===== config.mk =====
export PLATFORM = sky130hd
export DESIGN_NAME = spr_write_unit
export DESIGN_NICKNAME = d
export VERILOG_FILES = /design/src/rtl/spr_pkg.sv /design/src/rtl/spr_src_check.sv /design/src/rtl/spr_req_decode.sv /design/src/rtl/spr_prio_gate.sv /design/src/rtl/spr_write_unit.sv
export SDC_FILE = /design/constraint.sdc
export NUM_CORES = 1
export LEC_CHECK = 0
export ABC_AREA = 1
export BUFFER_PORTS_ARGS = -buffer_cell sky130_fd_sc_hd__buf_2
export CAP_MARGIN = 20
export CORE_MARGIN = 2
export CORE_UTILIZATION = 35
export DETAILED_ROUTE_END_ITERATION = 10
export PLACE_DENSITY = 0.64
export SLEW_MARGIN = 40
export SYNTH_ARGS = -nofsm -noshare
export SYNTH_HDL_FRONTEND = slang
export SYNTH_SLANG_ARGS = --single-unit

===== constraint.sdc =====
create_clock -name clk -period 2 [get_ports clk]
set_input_delay 0.3 -clock clk [delete_from_list [all_inputs] [get_ports clk]]
set_output_delay 0.3 -clock clk [all_outputs]
set_load 0.05 [all_outputs]

===== src/rtl/spr_pkg.sv =====
// Shared definitions for the special register write path.
// Assumes an 8-bit selector; the code values are fixed by the requirement list.
package spr_pkg;

    localparam int SEL_W  = 8;
    localparam int FLAG_W = 5;

    typedef enum logic [SEL_W-1:0] {
        SEL_APP_STAT   = 8'd0,
        SEL_INTAPP     = 8'd1,
        SEL_EXEAPP     = 8'd2,
        SEL_ALLSTAT    = 8'd3,
        SEL_INTNUM     = 8'd5,
        SEL_EXESTAT    = 8'd6,
        SEL_INTEXE     = 8'd7,
        SEL_MAIN_SP    = 8'd8,
        SEL_PROC_SP    = 8'd9,
        SEL_IRQ_MASK   = 8'd16,
        SEL_PRIO_FLOOR = 8'd17,
        SEL_PRIO_RAISE = 8'd18,
        SEL_FAULT_MASK = 8'd19,
        SEL_MODE_CTRL  = 8'd20
    } spr_sel_e;

    // One enable for each register, or for each way of writing it.
    typedef struct packed {
        logic flags;
        logic main_sp;
        logic proc_sp;
        logic irq_mask;
        logic prio_set;
        logic prio_raise;
        logic fault_mask;
        logic mode_ctrl;
    } spr_wen_t;

endpackage


===== src/rtl/spr_src_check.sv =====
// Flags a source register index that may not feed a special register write.
// Assumes the stack pointer and program counter indices are given as parameters.
module spr_src_check #(
    parameter int IDX_W  = 4,
    parameter int SP_IDX = 13,
    parameter int PC_IDX = 15
) (
    input  logic [IDX_W-1:0] idx,
    output logic             forbidden
);

    localparam logic [IDX_W-1:0] SP_V = IDX_W'(SP_IDX);
    localparam logic [IDX_W-1:0] PC_V = IDX_W'(PC_IDX);

    // Compare the index against the two reserved registers.
    always_comb begin
        forbidden = (idx == SP_V) || (idx == PC_V);
    end

endmodule


===== src/rtl/spr_req_decode.sv =====
// Turns a gated request into one-hot register enables.
// Assumes go already includes valid, condition pass and source legality.
// At the unprivileged level only the flag enable can be raised.
module spr_req_decode
    import spr_pkg::*;
(
    input  logic             go,
    input  logic             priv,
    input  logic [SEL_W-1:0] sel,
    output spr_wen_t         wen
);

    // Decode the selector, then apply the privilege rule.
    always_comb begin
        wen = '0;
        if (go) begin
            case (sel)
                SEL_APP_STAT, SEL_INTAPP, SEL_EXEAPP, SEL_ALLSTAT:
                    wen.flags = 1'b1;
                SEL_MAIN_SP:    wen.main_sp    = priv;
                SEL_PROC_SP:    wen.proc_sp    = priv;
                SEL_IRQ_MASK:   wen.irq_mask   = priv;
                SEL_PRIO_FLOOR: wen.prio_set   = priv;
                SEL_PRIO_RAISE: wen.prio_raise = priv;
                SEL_FAULT_MASK: wen.fault_mask = priv;
                SEL_MODE_CTRL:  wen.mode_ctrl  = priv;
                default:        wen = '0;
            endcase
        end
    end

endmodule


===== src/rtl/spr_prio_gate.sv =====
// Decides whether a priority-raise write may replace the current floor.
// Assumes a lower non-zero number means stronger masking and zero means off.
module spr_prio_gate #(
    parameter int PRIO_W = 8
) (
    input  logic [PRIO_W-1:0] cur,
    input  logic [PRIO_W-1:0] nxt,
    output logic              take
);

    // The new value is taken only if it masks more than the current one.
    always_comb begin
        take = (nxt != '0) && ((cur == '0) || (nxt < cur));
    end

endmodule


===== src/rtl/spr_write_unit.sv =====
// Write path for a move-to-special-register operation.
// Holds the flag bits, both stack pointers, the mask bits, the priority
// floor and the mode control bits, and drives each onto a port.
// Assumes one request per cycle and a synchronous active-low reset.
module spr_write_unit
    import spr_pkg::*;
#(
    parameter int DATA_W = 32,
    parameter int IDX_W  = 4,
    parameter int PRIO_W = 8,
    parameter int CTRL_W = 2,
    parameter int ALIGN  = 2
) (
    input  logic              clk,
    input  logic              rst_n,
    input  logic [DATA_W-1:0] main_sp_init,
    input  logic              wr_valid,
    input  logic [7:0]        wr_sel,
    input  logic [DATA_W-1:0] wr_data,
    input  logic [IDX_W-1:0]  src_idx,
    input  logic              priv,
    input  logic              cond_ok,
    output logic              bad_src,
    output logic [4:0]        flags_q,
    output logic [DATA_W-1:0] main_sp_q,
    output logic [DATA_W-1:0] proc_sp_q,
    output logic              irq_mask_q,
    output logic [PRIO_W-1:0] prio_floor_q,
    output logic              fault_mask_q,
    output logic [CTRL_W-1:0] mode_ctrl_q
);

    localparam logic [DATA_W-1:0] SP_MASK = ~(DATA_W'((1 << ALIGN) - 1));

    logic     forbidden;
    logic     go;
    logic     raise_ok;
    spr_wen_t wen;

    spr_src_check #(.IDX_W(IDX_W)) u_src (
        .idx       (src_idx),
        .forbidden (forbidden)
    );

    // A request proceeds only when it is valid, the condition passed and the source is legal.
    always_comb begin
        go = wr_valid && cond_ok && !forbidden;
    end

    spr_req_decode u_dec (
        .go   (go),
        .priv (priv),
        .sel  (wr_sel),
        .wen  (wen)
    );

    spr_prio_gate #(.PRIO_W(PRIO_W)) u_gate (
        .cur  (prio_floor_q),
        .nxt  (wr_data[PRIO_W-1:0]),
        .take (raise_ok)
    );

    // Register the illegal-source pulse for one cycle.
    always_ff @(posedge clk) begin
        if (!rst_n) bad_src <= 1'b0;
        else        bad_src <= wr_valid && forbidden;
    end

    // Arithmetic flags, loaded from the top source bits.
    always_ff @(posedge clk) begin
        if (!rst_n)         flags_q <= '0;
        else if (wen.flags) flags_q <= wr_data[DATA_W-1 -: FLAG_W];
    end

    // Main stack pointer with forced alignment; reset loads the init input.
    always_ff @(posedge clk) begin
        if (!rst_n)           main_sp_q <= main_sp_init;
        else if (wen.main_sp) main_sp_q <= wr_data & SP_MASK;
    end

    // Process stack pointer with forced alignment.
    always_ff @(posedge clk) begin
        if (!rst_n)           proc_sp_q <= '0;
        else if (wen.proc_sp) proc_sp_q <= wr_data & SP_MASK;
    end

    // Single-bit interrupt mask and fault mask.
    always_ff @(posedge clk) begin
        if (!rst_n) begin
            irq_mask_q   <= 1'b0;
            fault_mask_q <= 1'b0;
        end else begin
            if (wen.irq_mask)   irq_mask_q   <= wr_data[0];
            if (wen.fault_mask) fault_mask_q <= wr_data[0];
        end
    end

    // Priority floor: direct load, or a raise gated by the compare.
    always_ff @(posedge clk) begin
        if (!rst_n)                          prio_floor_q <= '0;
        else if (wen.prio_set)               prio_floor_q <= wr_data[PRIO_W-1:0];
        else if (wen.prio_raise && raise_ok) prio_floor_q <= wr_data[PRIO_W-1:0];
    end

    // Mode control bits.
    always_ff @(posedge clk) begin
        if (!rst_n)             mode_ctrl_q <= '0;
        else if (wen.mode_ctrl) mode_ctrl_q <= wr_data[CTRL_W-1:0];
    end

endmodule


==> results.toml, run 1 <==
[outcome]
status = "complete, no violations"

[timing]
max_freq_mhz = 583.6
skew_ps = 6.828
hold_violations = 0
setup_viol = 0
fin_crit_ps = 1714
report.final.slew_viol_count = 0
rsz0062_at_grt = "no"
period_share_pct = 85.68
setup_tns_ps = 0

[clock_network]
clkSinkCount = 80
hold_buffers = 0
clk_latency_ps = 340
postCtsSetupBuffers = 0
cts_resized = 0
cts_tree = "built"
htreeDepth = 3
clk_path_buf_depth = 2
clkTransAtPathRegs_ps = 70
cts_root_buf = "clkbuf_8"
cts_buffers = 9

[worst_setup_path]
cp_max_fo = 8
critPathKind = "flop to flop"
r2r_end = "prio_floor_q[2]"
cp-end-kind = "flop"
critPathLaunchType = "flop"
critPathRequiredTime_ps = 2240
arrival_ps = 1950
r2r_cells = 12
r2r_start = "prio_floor_q[5]"
rrSetupSlack_ps = 290

[drt]
totalWireLength_mm = 9.332
drc = 0
viasPerCell = 4.550
wl_per_cell_um = 12.96
dr.pass1.iters = 4
drtIter0Drc = 176
vias = 3276
drtAntennaViolNets = 0

[layout]
final_cell_mix = "159 x buf_2, 106 x nand2_1, 77 x nor2_1"
mostFrequentLayoutCell = "buf_2"
area_delta_synth_final_pct = 31.58
diodes = 0
fill_cells = 969
layout.nets = 670
drive_gt1_share_pct = 33.73

[placed_design]
gp_congestion = 0.7708
port_buffers = 159
dp_hpwl_mm = 6.936

[yosys]
syn_inst = 425
synth_area_per_cell_um2 = 8.326
ys_seq_area_share_pct = 54.31
ys.warnings.count = 0
yosysUniqueCellTypes = 30
netlist_area_mm2 = 0.003538
ys_seq_elements = 80

[global_route]
overflow = 0
grt_pass1_vias = 3117
antenna_found_initial = 0
grt_max_degree = 45
grt.total_usage_pct = 17.36
grt_pass1_wl_mm = 15.10

[pwr]
p_leak_uw = 0.002301
vdd_ir_drop_max_uv = 296.3
p_per_area_mw_per_mm2 = 761.3
power.total_uw = 3544

[worst_hold_path]
min_to = "bad_src"
hold_class = "input port to flop"
hold_path.startpoint = "src_idx[0]"
worstHoldPathCells = 3

[floorplanning]
num_rows = 36
die_h_um = 104.5
io_pins = 163
core_area_mm2 = 0.009774
initial_utilization_pct = 36.20
die_area_mm2 = 0.01093
die_w_um = 104.5

[job]
cap_violations = 0
## registers in the layout, indices dropped and copies added, names as in the netlist
register      flops
fault_mask_q      1
flags_q           5
bad_src           1
main_sp_q        32
proc_sp_q        30
irq_mask_q        1
prio_floor_q      8
mode_ctrl_q       2
## how the worst max path moves through the flow
| stage | start | endpoint | slack (ps) | depth (start not counted) |
|---|---|---|---|---|
| 6_report | prio_floor_q[5] | prio_floor_q[2] | 290 | 12 |
| 5_1_grt | prio_floor_q[5] | prio_floor_q[1] | 50 | 12 |
| 4_1_cts | prio_floor_q[5] | prio_floor_q[3] | 230 | 11 |
| 3_5_place_dp | src_idx[2] | proc_sp_q[6] | 220 | 10 |
| 3_3_place_gp | src_idx[2] | proc_sp_q[4] | 260 | 10 |
| 2_1_floorplan | src_idx[2] | main_sp_q[0] | 90 | 7 |
## cells in the mapped netlist
master | n | area [µm²]
a311oi_1 | 2 | 17.52
nand3_1 | 9 | 45.04
nand4_1 | 3 | 18.77
nor3_2 | 3 | 30.03
nor4_1 | 1 | 6.260
inv_4 | 1 | 6.260
a21oi_1 | 20 | 100.1
clkbuf_1 | 11 | 41.29
nor2_2 | 1 | 6.260
nor4_4 | 1 | 21.27
inv_2 | 3 | 11.26
nor2_1 | 77 | 289.0
nand2_4 | 1 | 11.26
nor2_4 | 2 | 22.52
buf_1 | 1 | 3.750
nor3_4 | 2 | 32.53
buf_4 | 2 | 15.01
nor3_1 | 3 | 15.01
buf_2 | 1 | 5.000
o21ai_0 | 43 | 215.2
dfxtp_1 | 48 | 960.9
conb_1 | 1 | 3.750
nand2_2 | 2 | 12.51
nand2_1 | 107 | 401.6
buf_6 | 3 | 33.78
inv_1 | 33 | 123.9
edfxtp_1 | 32 | 960.9
ha_1 | 7 | 87.58
clkbuf_2 | 2 | 10.01
nand3_2 | 3 | 30.03
## per-stage QoR
step	utilization (%)	std cells	hold WS, ps	cell area, µm²	setup WS (ps)
after floorplan	-	426	418.9	3542	85.89
after detailed placement	45.56	704	464.8	4453	220.5
after CTS	47.61	720	182.5	4653	226.6
after global placement	45.56	704	460.6	4453	255.1
after global routing	47.63	720	207.8	4656	47.34
final	47.63	720	203.6	4656	286.4
## logic make-up (layout without fill, tap and decap cells)
kind of cell             count (synthesis)  in the layout  synth area share [%]
adder cells (fa/ha/maj)                  7              7                 2.475
buffers and inverters                   57            218                 7.072
AND/OR/NAND/NOR                        215            215                 26.63
AO/OA/AOI/OAI                           65             65                 9.406
other                                    1              2                0.1060
flip-flops                              80             80                 54.31
## power by group
group	internal (µW)	switching (µW)	leakage [µW]
Combinational	153	416	0.00151
Clock	643	555	0.0000973
Sequential	1760	13.5	0.000698
Total	2560	984	0.00230
## critical path: stages (launching register included)
cell and delay, ps:
dfxtp_1 390, inv_1 60, ha_1 280, a21oi_1 140, nor2_1 50, nor3_1 130
nand2_1 80, nand2_1 80, nand2_1 60, nand2_2 140, nand3_1 90, nand2_1 70
nor2_1 40
## metal layers
layer	global-route usage, %	part of all wire [%]	up-vias
met5	0	0	-
met3	3.493	6.5	13
met4	6.757	1.8	0
met1	22.58	45	1460
met2	28.38	47	127
li1	-	-	1676
## layout make-up
cell class                 instances  area [µm²]  share of cell area, %
tap                              133       166.4                  3.574
inverter                          37       141.4                  3.037
timing repair buffer             165       853.3                  18.33
multi-input combinational        289        1373                  29.48
clock buffer                      13       158.9                  3.413
clock inverter                     3       41.29                 0.8869
sequential                        80        1922                  41.28
Power figures use the tool's default switching activity.
==> inputs of run 2 (changes only) <==
- SETUP_SLACK_MARGIN: default -> 0.4
==> results.toml, run 2 (synthesized netlist as in run 1, its figures left out) <==
[layout]
diodes = 0
largest-register = "main_sp_q"
final_cell_mix = "159 x buf_2, 102 x nand2_1, 77 x nor2_1"
largest_register_ffs = 32
fill_cells = 974
drive_gt1_share_pct = 40.00
fin_area_mm2 = 0.004897
layout.nets = 678
reg_top3 = "main_sp_q: 32 flops, proc_sp_q: 30 flops, prio_floor_q: 8 flops"
mostFrequentLayoutCell = "buf_2"
area_delta_synth_final_pct = 38.40

[pwr]
vdd_ir_drop_max_uv = 366.2
p_leak_uw = 0.002373
p_per_area_mw_per_mm2 = 737.0
power.total_uw = 3609

[timing]
skew_ps = 8.180
setup_viol = 0
hold_violations = 0
period_share_pct = 78.04
rsz0062_at_grt = "yes"
setup_tns_ps = 0
report.final.slew_viol_count = 0
fin_crit_ps = 1561
max_freq_mhz = 640.7

[drt]
drtIter0Drc = 132
wl_per_cell_um = 13.28
dr.pass1.iters = 7
drc = 0
vias = 3324
totalWireLength_mm = 9.668
drtAntennaViolNets = 0
viasPerCell = 4.566

[clock_network]
clkSinkCount = 80
clk_path_buf_depth = 2
clk_latency_ps = 340
htreeDepth = 3
hold_buffers = 0
cts_root_buf = "clkbuf_8"
cts_tree = "built"
clkTransAtPathRegs_ps = 80
cts_buffers = 9

[worst_setup_path]
cp-end-kind = "flop"
arrival_ps = 1790
critPathKind = "flop to flop"
r2r_cells = 12
critPathRequiredTime_ps = 2230
cp_max_fo = 8
critPathLaunchType = "flop"

[outcome]
status = "complete, no violations"

[floorplanning]
die_area_mm2 = 0.01093
initial_utilization_pct = 36.20
num_rows = 36
die_h_um = 104.5
core_area_mm2 = 0.009774
die_w_um = 104.5
io_pins = 163

[placed_design]
gp_congestion = 0.7971
placed_cell_area_mm2 = 0.004514
dp_hpwl_mm = 7.055
port_buffers = 159

[global_route]
grt_pass1_wl_mm = 15.30
grt_pass1_vias = 3058
overflow = 0
antenna_found_initial = 0
grt.total_usage_pct = 17.53
grt_max_degree = 50

[worst_hold_path]
worstHoldPathCells = 3
hold_class = "input port to flop"

[job]
cap_violations = 0
[run 2: what timing repair did]
action | CTS | global route
buffers inserted | 3 | 3
pin swaps | 6 | 8
gates resized for setup | 7 | 15
setup endpoints to repair | 8 | 8
hold endpoints to repair | 0 | 0
[run 2: area by class of cell]
cell class	instances	area (µm²)	area share, %
clock buffers	11	151.4	3.091
clock inverters	5	62.56	1.277
inverters	37	141.4	2.887
multi-input cells	289	1504	30.71
flip-flops and latches	80	1946	39.73
well taps	133	166.4	3.398
repair buffers	173	925.9	18.91
[run 2: layer usage]
metal / vias to the layer above / global-route usage, % / part of all wire (%)
met5: - / 0 / 0
met4: 0 / 6.178 / 1.2
met3: 9 / 3.306 / 5.9
met2: 118 / 28.06 / 47
met1: 1498 / 23.69 / 45
li1: 1699 / - / -
[run 2: final timing paths]
check	start	endpoint	slack [ps]
worst max-delay path	prio_floor_q[5]	prio_floor_q[7]	440
worst min-delay path	wr_valid	bad_src	200
worst max register to register	prio_floor_q[5]	prio_floor_q[7]	440
worst min register to register	proc_sp_q[9]	proc_sp_q[9]	480
[run 2: critical path, cell delays in order, from the launching register on]
cell and delay (ps):
dfxtp_4 350, inv_2 40, ha_4 210, a21oi_2 110, nor2_1 50, nor3_1 140
nand2_1 90, nand2_2 90, nand2_2 70, nand2_4 130, nand3_2 70, nand2_1 60
nor2_1 40
[run 2: where the power goes]
part / total, µW / switching [µW] / internal, µW
sequential: 1770 / 14.9 / 1760
combinational: 589 / 426 / 164
clock: 1250 / 597 / 652
total: 3610 / 1040 / 2570
[run 2: per-stage QoR]
| step | util, % | setup WS (ps) | cells | hold WS (ps) |
|---|---|---|---|---|
| after floorplan | - | 404.6 | 426 | 418.9 |
| after CTS | 48.98 | 399.6 | 725 | 178.0 |
| final | 50.10 | 439.2 | 728 | 200.5 |
| after detailed placement | 46.19 | 253.0 | 706 | 469.1 |
| after global routing | 50.10 | 317.8 | 728 | 188.4 |
| after global placement | 46.19 | 274.5 | 706 | 457.0 |
==> inputs of run 3 (changes only) <==
- PLACE_DENSITY: 0.64 -> 0.62
- clock period: 2 -> 1.5 ns (I/O delays scaled with it)
==> results.toml, run 3 (synthesized netlist as in run 1, its figures left out) <==
[worst_hold_path]
worstHoldPathCells = 3
hold_class = "input port to flop"
hold_path.startpoint = "src_idx[0]"
min_to = "bad_src"

[clock_network]
htreeDepth = 3
clk_path_buf_depth = 2
hold_buffers = 0
cts_root_buf = "clkbuf_8"
clkSinkCount = 80
cts_tree = "built"
cts_buffers = 9
clk_latency_ps = 350
clkTransAtPathRegs_ps = 90

[timing]
hold_violations = 0
setup_tns_ps = -742.2
report.final.slew_viol_count = 0
final.setup.worst_slack_ps = -120.1
skew_ps = 12.98
fin_crit_ps = 1620
period_share_pct = 108.0
tightest_slew_ps = 508.0
max_freq_mhz = 617.3
setup_viol = 8
slew_headroom_pct = 66.02
rsz0062_at_grt = "yes"

[worst_setup_path]
arrival_ps = 1860
cp_max_fo = 8
cp-end-kind = "flop"
r2r_end = "prio_floor_q[3]"
critPathLaunchType = "flop"
critPathRequiredTime_ps = 1740
critPathKind = "flop to flop"
rrSetupSlack_ps = -120
r2r_cells = 9
r2r_start = "prio_floor_q[5]"

[drt]
drtIter0Drc = 130
drtAntennaViolNets = 0
vias = 3639
viasPerCell = 4.732
wl_per_cell_um = 15.00
totalWireLength_mm = 11.54
dr.pass1.iters = 4
drc = 0

[floorplanning]
die_h_um = 104.5
die_area_mm2 = 0.01093
core_area_mm2 = 0.009774
io_pins = 163
num_rows = 36
die_w_um = 104.5
initial_utilization_pct = 36.20

[outcome]
violations = "negative setup slack"
status = "finished, violations left"

[layout]
final_cell_mix = "96 x nand2_1, 74 x buf_2, 63 x buf_6"
multi_input_area_mm2 = 0.001803
drive_gt1_share_pct = 59.53
fin_area_mm2 = 0.006461
layout.nets = 718
largest-register = "main_sp_q"
fill_cells = 770
mostFrequentLayoutCell = "nand2_1"
seq_area_mm2 = 0.002023
largest_register_ffs = 32
area_delta_synth_final_pct = 82.60
reg_top3 = "main_sp_q: 32 flops, proc_sp_q: 30 flops, prio_floor_q: 8 flops"

[global_route]
grt.total_usage_pct = 19.51
overflow = 0
grt_pass1_vias = 3543
grt_max_degree = 33
grt_pass1_wl_mm = 17.07
antenna_found_initial = 1

[pwr]
seq_power_share_pct = 47.9
p_sw_share_pct = 29.46
p_per_area_mw_per_mm2 = 763.3
p_leak_uw = 0.002884
p_int_uw = 3479
vdd_ir_drop_max_uv = 536.2
p_sw_uw = 1453
power_frac_comb_pct = 20.6
p_clk_share_pct = 31.5

[job]
cap_violations = 0

[placed_design]
port_buffers = 159
placed_cell_area_mm2 = 0.004820
gp_congestion = 0.8491
dp_hpwl_mm = 7.188
run 3: cell types whose count changed in the layout (fill, tap and decap cells not counted), sizes merged:
cell / delta
buf: +35
clkinv: +5
clkbuf: +3
clkinvlp: -2
diode: +1
inv: -1
run 3: power by group through the flow:
stage	Combinational, µW	Clock [µW]	Sequential [µW]
floorplan	224	0	2710
global placement	806	0	2410
detailed placement	813	0	2410
CTS	961	1600	2380
global route	1080	1680	2370
finish	1020	1550	2360
run 3: how the worst max path moves through the flow:
stage | from | to | slack, ps | cells after the start
after detailed placement | prio_floor_q[3] | prio_floor_q[5] | -60 | 13
after floorplan | prio_floor_q[5] | prio_floor_q[0] | -50 | 12
final | prio_floor_q[5] | prio_floor_q[3] | -120 | 9
after CTS | prio_floor_q[5] | prio_floor_q[3] | -50 | 12
after global routing | prio_floor_q[3] | prio_floor_q[3] | -200 | 13
after global placement | wr_data[5] | prio_floor_q[0] | -50 | 12
run 3: layout make-up:
class                   count  share of cell area [%]
well taps                 133                   2.576
diodes                      1                 0.03873
repair buffers            212                   32.71
clock inverters             6                  0.9295
inverters                  37                   2.421
multi-input cells         289                   27.90
flip-flops and latches     80                   31.31
repair inverters            1                  0.1356
clock buffers              10                   1.975
run 3: repair_timing:
item / 4_1_cts / 5_1_grt
pin swaps: 5 / 26
hold endpoints to repair: 0 / 0
resized for setup: 230 / 130
endpoints found under the setup margin: 121 / 140
gates cloned: 2 / 6
buffers inserted: 8 / 12
run 3: metal layers:
| layer | vias up | routed length [µm] | track usage (%) |
|---|---|---|---|
| met5 | - | 0 | 0 |
| met1 | 1703 | 4460 | 23.13 |
| li1 | 1787 | - | - |
| met2 | 128 | 6090 | 34.03 |
| met4 | 0 | 253 | 8.012 |
| met3 | 21 | 733 | 4.367 |
run 3: stage by stage:
stage               util (%)  total power [µW]  hold WS [ps]  instances  worst slack [ps]
floorplan                  -              2932         343.8        426            -53.71
global placement       49.31              3213         448.7        724            -53.10
detailed placement     49.31              3222         454.5        724            -57.35
CTS                    59.49              4935         105.7        750            -51.76
global route           66.10              5135         92.88        769            -199.2
finish                 66.10              4932         111.5        769            -120.1
run 3: critical path, stage by stage, from the launching register on:
cell and delay [ps]:
dfxtp_4 350, buf_4 150, nor4_1 330, nand3_1 170
nand2_2 110, nand2_2 60, nand2_4 140, nand3_2 90
nand2_2 70, nor2_2 30
